--- src/rtl/bmdma_pkg.sv ---
package bmdma_pkg;

    localparam int REG_AW = 3;
    localparam int DATA_W = 32;

    localparam logic [REG_AW-1:0] OFS_CMD  = 3'd0;
    localparam logic [REG_AW-1:0] OFS_STAT = 3'd2;
    localparam logic [REG_AW-1:0] OFS_PTR  = 3'd4;

    localparam logic [7:0] CMD_MASK = 8'h09;

    typedef struct packed {
        logic       rsvd;
        logic [1:0] cap;
        logic [1:0] aux;
        logic       irq;
        logic       err;
        logic       act;
    } stat_t;

    typedef enum logic [1:0] {
        TO_RESET = 2'd0,
        TO_WAIT  = 2'd1,
        TO_FAULT = 2'd2
    } to_class_t;

    function automatic to_class_t classify(stat_t s);
        if (s.aux == 2'b11)      return TO_WAIT;
        if (s.err)               return TO_FAULT;
        if (s.act || s.irq)      return TO_WAIT;
        return TO_RESET;
    endfunction

    function automatic logic good_end(stat_t s);
        return {s.irq, s.err, s.act} == 3'b100;
    endfunction

endpackage

--- src/rtl/bmdma_cmd_reg.sv ---
module bmdma_cmd_reg
    import bmdma_pkg::*;
(
    input  logic       clk,
    input  logic       rst,
    input  logic       wr_en,
    input  logic [7:0] wdata,
    output logic [7:0] cmd_q,
    output logic       start_set,
    output logic       start_clr
);
    always_comb begin
        start_set = wr_en &  wdata[0] & ~cmd_q[0];
        start_clr = wr_en & ~wdata[0];
    end

    always_ff @(posedge clk) begin
        if (rst)        cmd_q <= '0;
        else if (wr_en) cmd_q <= wdata & CMD_MASK;
    end
endmodule

--- src/rtl/bmdma_stat_reg.sv ---
module bmdma_stat_reg
    import bmdma_pkg::*;
(
    input  logic       clk,
    input  logic       rst,
    input  logic       wr_en,
    input  logic [7:0] wdata,
    input  logic       start_set,
    input  logic       start_clr,
    input  logic       eng_done,
    input  logic       eng_err,
    input  logic       dev_irq,
    input  logic [1:0] eng_aux,
    output stat_t      stat_q
);
    logic  irq_q;
    logic  irq_rise;
    stat_t stat_n;

    always_comb begin
        irq_rise = dev_irq & ~irq_q;
        stat_n   = stat_q;
        stat_n.aux  = eng_aux;
        stat_n.rsvd = 1'b0;
        // software side first, hardware events afterwards so they win
        if (wr_en) begin
            if (wdata[1]) stat_n.err = 1'b0;
            if (wdata[2]) stat_n.irq = 1'b0;
            stat_n.cap = wdata[6:5];
        end
        if (eng_err)   stat_n.err = 1'b1;
        if (irq_rise)  stat_n.irq = 1'b1;
        if (eng_done)  stat_n.act = 1'b0;
        if (start_clr) stat_n.act = 1'b0;
        if (start_set) stat_n.act = 1'b1;
    end

    always_ff @(posedge clk) begin
        if (rst) begin
            stat_q <= '0;
            irq_q  <= 1'b0;
        end else begin
            stat_q <= stat_n;
            irq_q  <= dev_irq;
        end
    end
endmodule

--- src/rtl/bmdma_ptr_reg.sv ---
module bmdma_ptr_reg #(
    parameter int PTR_W     = 32,
    parameter int ALIGN_LSB = 2
) (
    input  logic             clk,
    input  logic             rst,
    input  logic             wr_en,
    input  logic [PTR_W-1:0] wdata,
    output logic [PTR_W-1:0] ptr
);
    localparam int HI_W = PTR_W - ALIGN_LSB;

    logic [HI_W-1:0] hi_q;

    always_ff @(posedge clk) begin
        if (rst)        hi_q <= '0;
        else if (wr_en) hi_q <= wdata[PTR_W-1:ALIGN_LSB];
    end

    generate
        if (ALIGN_LSB == 0) begin : g_unaligned
            assign ptr = hi_q;
        end else begin : g_aligned
            assign ptr = {hi_q, {ALIGN_LSB{1'b0}}};
        end
    endgenerate
endmodule

--- src/rtl/bmdma_judge.sv ---
module bmdma_judge
    import bmdma_pkg::*;
(
    input  stat_t      stat,
    output logic       good,
    output to_class_t  tclass
);
    always_comb begin
        good   = good_end(stat);
        tclass = classify(stat);
    end
endmodule

--- src/rtl/bmdma_regs.sv ---
module bmdma_regs
    import bmdma_pkg::*;
#(
    parameter int PTR_W     = DATA_W,
    parameter int ALIGN_LSB = 2
) (
    input  logic              clk,
    input  logic              rst,
    input  logic              reg_wr,
    input  logic              reg_dword,
    input  logic [REG_AW-1:0] reg_addr,
    input  logic [DATA_W-1:0] reg_wdata,
    output logic [DATA_W-1:0] reg_rdata,
    input  logic              eng_done,
    input  logic              eng_err,
    input  logic              dev_irq,
    input  logic [1:0]        eng_aux,
    output logic              eng_start,
    output logic              eng_to_mem,
    output logic [PTR_W-1:0]  tbl_base,
    output logic              cmp_good,
    output logic [7:0]        cmp_status,
    output logic [1:0]        to_class
);
    logic      wr_cmd, wr_stat, wr_ptr;
    logic [7:0] cmd_q;
    logic      start_set, start_clr;
    stat_t     stat_q;
    to_class_t tclass;

    always_comb begin
        wr_cmd  = reg_wr & ~reg_dword & (reg_addr == OFS_CMD);
        wr_stat = reg_wr & ~reg_dword & (reg_addr == OFS_STAT);
        wr_ptr  = reg_wr &  reg_dword & (reg_addr == OFS_PTR);
    end

    bmdma_cmd_reg u_cmd (
        .clk       (clk),
        .rst       (rst),
        .wr_en     (wr_cmd),
        .wdata     (reg_wdata[7:0]),
        .cmd_q     (cmd_q),
        .start_set (start_set),
        .start_clr (start_clr)
    );

    bmdma_stat_reg u_stat (
        .clk       (clk),
        .rst       (rst),
        .wr_en     (wr_stat),
        .wdata     (reg_wdata[7:0]),
        .start_set (start_set),
        .start_clr (start_clr),
        .eng_done  (eng_done),
        .eng_err   (eng_err),
        .dev_irq   (dev_irq),
        .eng_aux   (eng_aux),
        .stat_q    (stat_q)
    );

    bmdma_ptr_reg #(.PTR_W(PTR_W), .ALIGN_LSB(ALIGN_LSB)) u_ptr (
        .clk   (clk),
        .rst   (rst),
        .wr_en (wr_ptr),
        .wdata (reg_wdata[PTR_W-1:0]),
        .ptr   (tbl_base)
    );

    bmdma_judge u_judge (
        .stat   (stat_q),
        .good   (cmp_good),
        .tclass (tclass)
    );

    always_comb begin
        eng_start  = cmd_q[0];
        eng_to_mem = cmd_q[3];
        cmp_status = stat_q;
        to_class   = tclass;
        unique case (reg_addr)
            OFS_CMD:  reg_rdata = {{(DATA_W-8){1'b0}}, cmd_q};
            OFS_STAT: reg_rdata = {{(DATA_W-8){1'b0}}, stat_q};
            OFS_PTR:  reg_rdata = DATA_W'(tbl_base);
            default:  reg_rdata = '0;
        endcase
    end
endmodule

--- config.mk ---
export PLATFORM = sky130hd
export DESIGN_NAME = bmdma_regs
export DESIGN_NICKNAME = d
export VERILOG_FILES = /design/src/rtl/bmdma_pkg.sv /design/src/rtl/bmdma_cmd_reg.sv /design/src/rtl/bmdma_stat_reg.sv /design/src/rtl/bmdma_ptr_reg.sv /design/src/rtl/bmdma_judge.sv /design/src/rtl/bmdma_regs.sv
export SDC_FILE = /design/constraint.sdc
export NUM_CORES = 1
export LEC_CHECK = 0
export BUFFER_PORTS_ARGS = -buffer_cell sky130_fd_sc_hd__clkbuf_2
export CORE_MARGIN = 1
export CORE_UTILIZATION = 40
export CTS_CLUSTER_DIAMETER = 100
export DETAILED_ROUTE_END_ITERATION = 8
export PLACE_DENSITY = 0.75
export SLEW_MARGIN = 20
export SYNTH_ARGS = -nofsm -noshare
export SYNTH_HDL_FRONTEND = slang
export SYNTH_HIERARCHICAL = 1
export SYNTH_SLANG_ARGS = --single-unit
--- constraint.sdc ---
create_clock -name clk -period 1.6 [get_ports clk]
set_input_delay 0.16 -clock clk [delete_from_list [all_inputs] [get_ports clk]]
set_output_delay 0.16 -clock clk [all_outputs]
set_load 0.03 [all_outputs]
==> flow_summary.html <==
<table>
<tr><th>Metric</th><th>Value</th></tr>
<tr><th colspan="2">Run status</th></tr>
<tr><td>Status</td><td>finished, final reports clean</td></tr>
<tr><th colspan="2">STA</th></tr>
<tr><td>Max Fclk</td><td>689 MHz</td></tr>
<tr><td>Worst setup skew after layout</td><td>around 0.00086 ns</td></tr>
<tr><td>Final setup violation count</td><td>0</td></tr>
<tr><td>Final hold viol count</td><td>0</td></tr>
<tr><td>Worst slew margin</td><td>66.0%</td></tr>
<tr><td>Setup repair after global routing missed its margin</td><td>false</td></tr>
<tr><td>Min cycle time layout</td><td>1.45 ns</td></tr>
<tr><td>Slew Viols, Final</td><td>0</td></tr>
<tr><td>Part of the cycle the worst path needs</td><td>between 90 and 100%</td></tr>
<tr><td>Setup tns final</td><td>0 ns</td></tr>
<tr><td>Hold Worst Slack</td><td>0.0837 ns</td></tr>
<tr><td>Worst slew pin tran</td><td>0.510 ns</td></tr>
<tr><th colspan="2">Global routing</th></tr>
<tr><td>Largest net degree at the start of global routing</td><td>25</td></tr>
<tr><td>Global-route wire length before repair</td><td>around 6700 µm</td></tr>
<tr><td>GRT Resource Usage Total</td><td>15.7%</td></tr>
<tr><td>Antenna violations before repair</td><td>0</td></tr>
<tr><td>Number of global-route vias before repair</td><td>1480</td></tr>
<tr><td>Aggregate global routing overflow</td><td>0</td></tr>
<tr><th colspan="2">Yosys</th></tr>
<tr><td>Simple-gate portion of the synthesized area</td><td>24.2%</td></tr>
<tr><td>Main combinational cell family by area after synthesis</td><td>simple AND/OR/NAND/NOR gates</td></tr>
<tr><td>Yosys top cell by area</td><td>dfxtp_1</td></tr>
<tr><td>Most frequently used cell type in the post-synthesis netlist</td><td>dfxtp_1</td></tr>
<tr><td>Multiplexer area fraction after synthesis</td><td>15.9%</td></tr>
<tr><td>Number of warnings issued by yosys</td><td>6</td></tr>
<tr><td>Main flop type after synthesis</td><td>dfxtp_1</td></tr>
<tr><td>Synthesized cell area</td><td>0.00214 mm²</td></tr>
<tr><td>Most frequent cells after synthesis</td><td>dfxtp_1, nor2_1, mux2i_1</td></tr>
<tr><td>Fraction of synthesis flops using an asynchronous set or reset pin</td><td>0%</td></tr>
<tr><td>Unique masters post-synth</td><td>28</td></tr>
<tr><td>Mean instance size in the synthesized netlist</td><td>10.0 µm²</td></tr>
<tr><td>Post-synthesis adder-cell area fraction</td><td>0%</td></tr>
<tr><td>Post-synth top area share</td><td>37.4%</td></tr>
<tr><td>Synth Instances</td><td>~210</td></tr>
<tr><td>Number of synthesized flops with an enable pin</td><td>0</td></tr>
<tr><td>Leading cell types by total area after synthesis</td><td>dfxtp_1, mux2i_1, a211oi_2</td></tr>
<tr><td>Fraction of synthesized cell area in xor and xnor cells</td><td>0%</td></tr>
<tr><td>Sequential-to-total area share from yosys stat</td><td>37.4%</td></tr>
<tr><td>Post-synthesis compound-gate area fraction</td><td>11.1%</td></tr>
<tr><td>Count of state elements after synthesis</td><td>40</td></tr>
<tr><th colspan="2">Layout</th></tr>
<tr><td>Diode insertion count for antenna repair</td><td>0</td></tr>
<tr><td>Signed area change from the synthesized netlist to the final layout</td><td>30.3%</td></tr>
<tr><td>Proportion of layout cells with a drive suffix above 1</td><td>46.8%</td></tr>
<tr><td>Final Net Count</td><td>375</td></tr>
<tr><th colspan="2">Clock tree</th></tr>
<tr><td>Number of buffers created by CTS</td><td>5</td></tr>
<tr><td>CTS tree</td><td>done</td></tr>
<tr><td>Root buffer cell</td><td>clkbuf_8</td></tr>
<tr><td>Buffer depth of the longest clock path</td><td>2</td></tr>
<tr><td>Quantity of hold-fixing buffers added after cts</td><td>0</td></tr>
<tr><td>Number of H-tree branching levels</td><td>2</td></tr>
<tr><td>Clock transition at the registers of the reported paths</td><td>0.08 ns</td></tr>
<tr><td>Post-CTS Setup Inserts</td><td>0</td></tr>
<tr><td>Clk Latency, worst-skew pair</td><td>0.28 ns</td></tr>
<tr><td>Sinks on the clock net</td><td>40</td></tr>
<tr><td>Number of gates resized after cts</td><td>0</td></tr>
<tr><th colspan="2">Die</th></tr>
<tr><td>Width of the die</td><td>between 70 and 80 µm</td></tr>
<tr><td>Total I/O pin count</td><td>121</td></tr>
<tr><td>Number of rows in the core area</td><td>26</td></tr>
<tr><td>Area of the die</td><td>0.00565 mm²</td></tr>
<tr><td>Core Box Area</td><td>0.00514 mm²</td></tr>
<tr><td>Effective utilization at floorplan</td><td>41.7%</td></tr>
<tr><td>Die extent in y</td><td>75.2 µm</td></tr>
<tr><th colspan="2">Setup path</th></tr>
<tr><td>Most common cell type on the critical path</td><td>a211oi_2</td></tr>
<tr><td>Critical path capture point type</td><td>primary output</td></tr>
<tr><td>Setup slack, reg-to-reg</td><td>0.58 ns</td></tr>
<tr><td>CP max-delay cell</td><td>dfxtp_1</td></tr>
<tr><td>Highest net fanout along the worst path</td><td>6</td></tr>
<tr><td>Worst Path Required</td><td>1.44 ns</td></tr>
<tr><td>Kind of critical path</td><td>reg2out</td></tr>
<tr><td>Worst r2r dst</td><td>u_stat/stat_q[0]$_SDFFE_PP0P_</td></tr>
<tr><td>Longest individual stage delay on the worst path</td><td>0.46 ns</td></tr>
<tr><td>Path depth of the worst reg2reg path</td><td>2</td></tr>
<tr><td>Origin of the critical flop-to-flop path</td><td>u_stat/stat_q[0]$_SDFFE_PP0P_</td></tr>
<tr><td>Crit path arrival time</td><td>1.29 ns</td></tr>
<tr><td>Cell Chain, Critical Path</td><td>a211oi_2 &gt; a211oi_2 &gt; clkbuf_2</td></tr>
<tr><td>Startpoint Class</td><td>register</td></tr>
<tr><th colspan="2">Drt</th></tr>
<tr><td>DRT antenna net count</td><td>0</td></tr>
<tr><td>First-pass detailed-route iteration total</td><td>4</td></tr>
<tr><td>Routed length per instance</td><td>approximately 11 µm</td></tr>
<tr><td>Via count normalized by instance count</td><td>approximately 4.5</td></tr>
<tr><td>Count of routing violations after the opening detailed-route iteration</td><td>20</td></tr>
<tr><td>Detailed Route WL</td><td>4580 µm</td></tr>
<tr><td>Number of vias in the routed layout</td><td>1806</td></tr>
<tr><td>DRC viols</td><td>0</td></tr>
<tr><th colspan="2">Run</th></tr>
<tr><td>Maximum Capacitance Violations</td><td>0</td></tr>
<tr><th colspan="2">Power</th></tr>
<tr><td>Leakage component of the power</td><td>1.30 nW</td></tr>
<tr><td>Power density normalized to cell area</td><td>slightly above 700 mW/mm²</td></tr>
<tr><td>Largest voltage drop on the vdd net</td><td>around 0.43 mV</td></tr>
<tr><th colspan="2">Worst hold path</th></tr>
<tr><td>Capture endpoint of the worst hold path</td><td>u_stat/stat_q[4]$_SDFF_PP0_</td></tr>
<tr><td>Type of the worst min-delay path</td><td>in2reg</td></tr>
<tr><td>Hold Path Stages</td><td>2</td></tr>
<tr><td>HP Start</td><td>eng_aux[1]</td></tr>
<tr><th colspan="2">Placement</th></tr>
<tr><td>Global placement routability congestion</td><td>0.803</td></tr>
<tr><td>Port Buffers</td><td>about 120</td></tr>
<tr><td>Estimated wirelength of the detail-placed design</td><td>between 3000 and 4000 µm</td></tr>
</table>
==> layer usage <==
| layer | up-vias | GRT usage (%) | share of wire, % |
|---|---|---|---|
| li1 | 926 | - | - |
| met1 | 819 | 20.5 | 45 |
| met2 | 59 | 25.3 | 50 |
| met3 | 2 | 4.15 | 5.2 |
| met4 | 0 | 5.14 | 0.39 |
| met5 | - | 0 | 0 |
==> cell usage in the layout (no fill, tap or decap), types with 2 or more instances in the layout <==
master / n
buf_12: 2
dfxtp_1: 40
clkbuf_2: 117
inv_1: 2
conb_1: 9
and2b_1: 7
clkbuf_8: 5
buf_4: 8
nor2_1: 36
nand2b_1: 10
nor2b_1: 5
a211oi_2: 16
and2_1: 25
mux2i_1: 34
==> where the power goes <==
part	internal, W	switching, W
clock	0.000297	0.000326
combinational	0.000131	0.000198
sequential	0.00101	0.0000179
==> worst max path at each step <==
stage                                        from                       endpoint  slack, ns  cells past startpoint
detailed placement                    reg_addr[0]  u_stat/stat_q[0]$_SDFFE_PP0P_       0.15                      7
global route        u_stat/stat_q[1]$_SDFFE_PP0P_                   reg_rdata[1]       0.06                      3
CTS                   u_cmd/cmd_q[0]$_SDFFE_PP0P_                   reg_rdata[0]       0.14                      4
floorplan                             reg_addr[2]  u_stat/stat_q[0]$_SDFFE_PP0P_       0.11                      6
finish              u_stat/stat_q[1]$_SDFFE_PP0P_                   reg_rdata[1]       0.15                      3
global placement                      reg_addr[0]  u_stat/stat_q[0]$_SDFFE_PP0P_       0.19                      7
==> cells by family (layout without fill, tap and decap cells) <==
family          count (synthesis)  count (layout)
compound gates                 21              21
mux                            34              34
simple gates                   91              91
other cells                     3               9
flops                          40              40
buf+inv                        25             136
==> area by class of cell <==
cell class | count | area [µm²]
flip-flops and latches | 40 | 801
fillers | 501 | 2350
well taps | 70 | 87.6
inverters | 2 | 7.51
repair buffers | 127 | 686
multi-input cells | 155 | 1130
clock inverters | 1 | 5.00
clock buffers | 6 | 72.6
==> worst max-delay path: cells and delay by family (launching register included) <==
kind / cells / cell delay, ns
AO/OA/AOI/OAI: 2 / 0.31
buffers and inverters: 1 / 0.23
flip-flops: 1 / 0.46
==> metrics by stage <==
step / worst slack, ns / std cells / power, W / cell area, µm² / util, %
2_1_floorplan: 0.108 / 220 / 0.00129 / 2160 / -
3_3_place_gp: 0.194 / 394 / 0.00138 / 2710 / 52.8
3_5_place_dp: 0.154 / 394 / 0.00139 / 2710 / 52.8
4_1_cts: 0.144 / 401 / 0.00201 / 2790 / 54.3
5_1_grt: 0.0571 / 401 / 0.00209 / 2790 / 54.3
6_report: 0.149 / 401 / 0.00198 / 2790 / 54.3
==> flip-flops by register name (all words and copies together) (netlist names) <==
name,count
u_stat/irq_q,1
u_cmd/cmd_q,2
u_stat/stat_q,7
u_ptr/hi_q,30
Note: power is estimated with default switching activity, not from simulation.
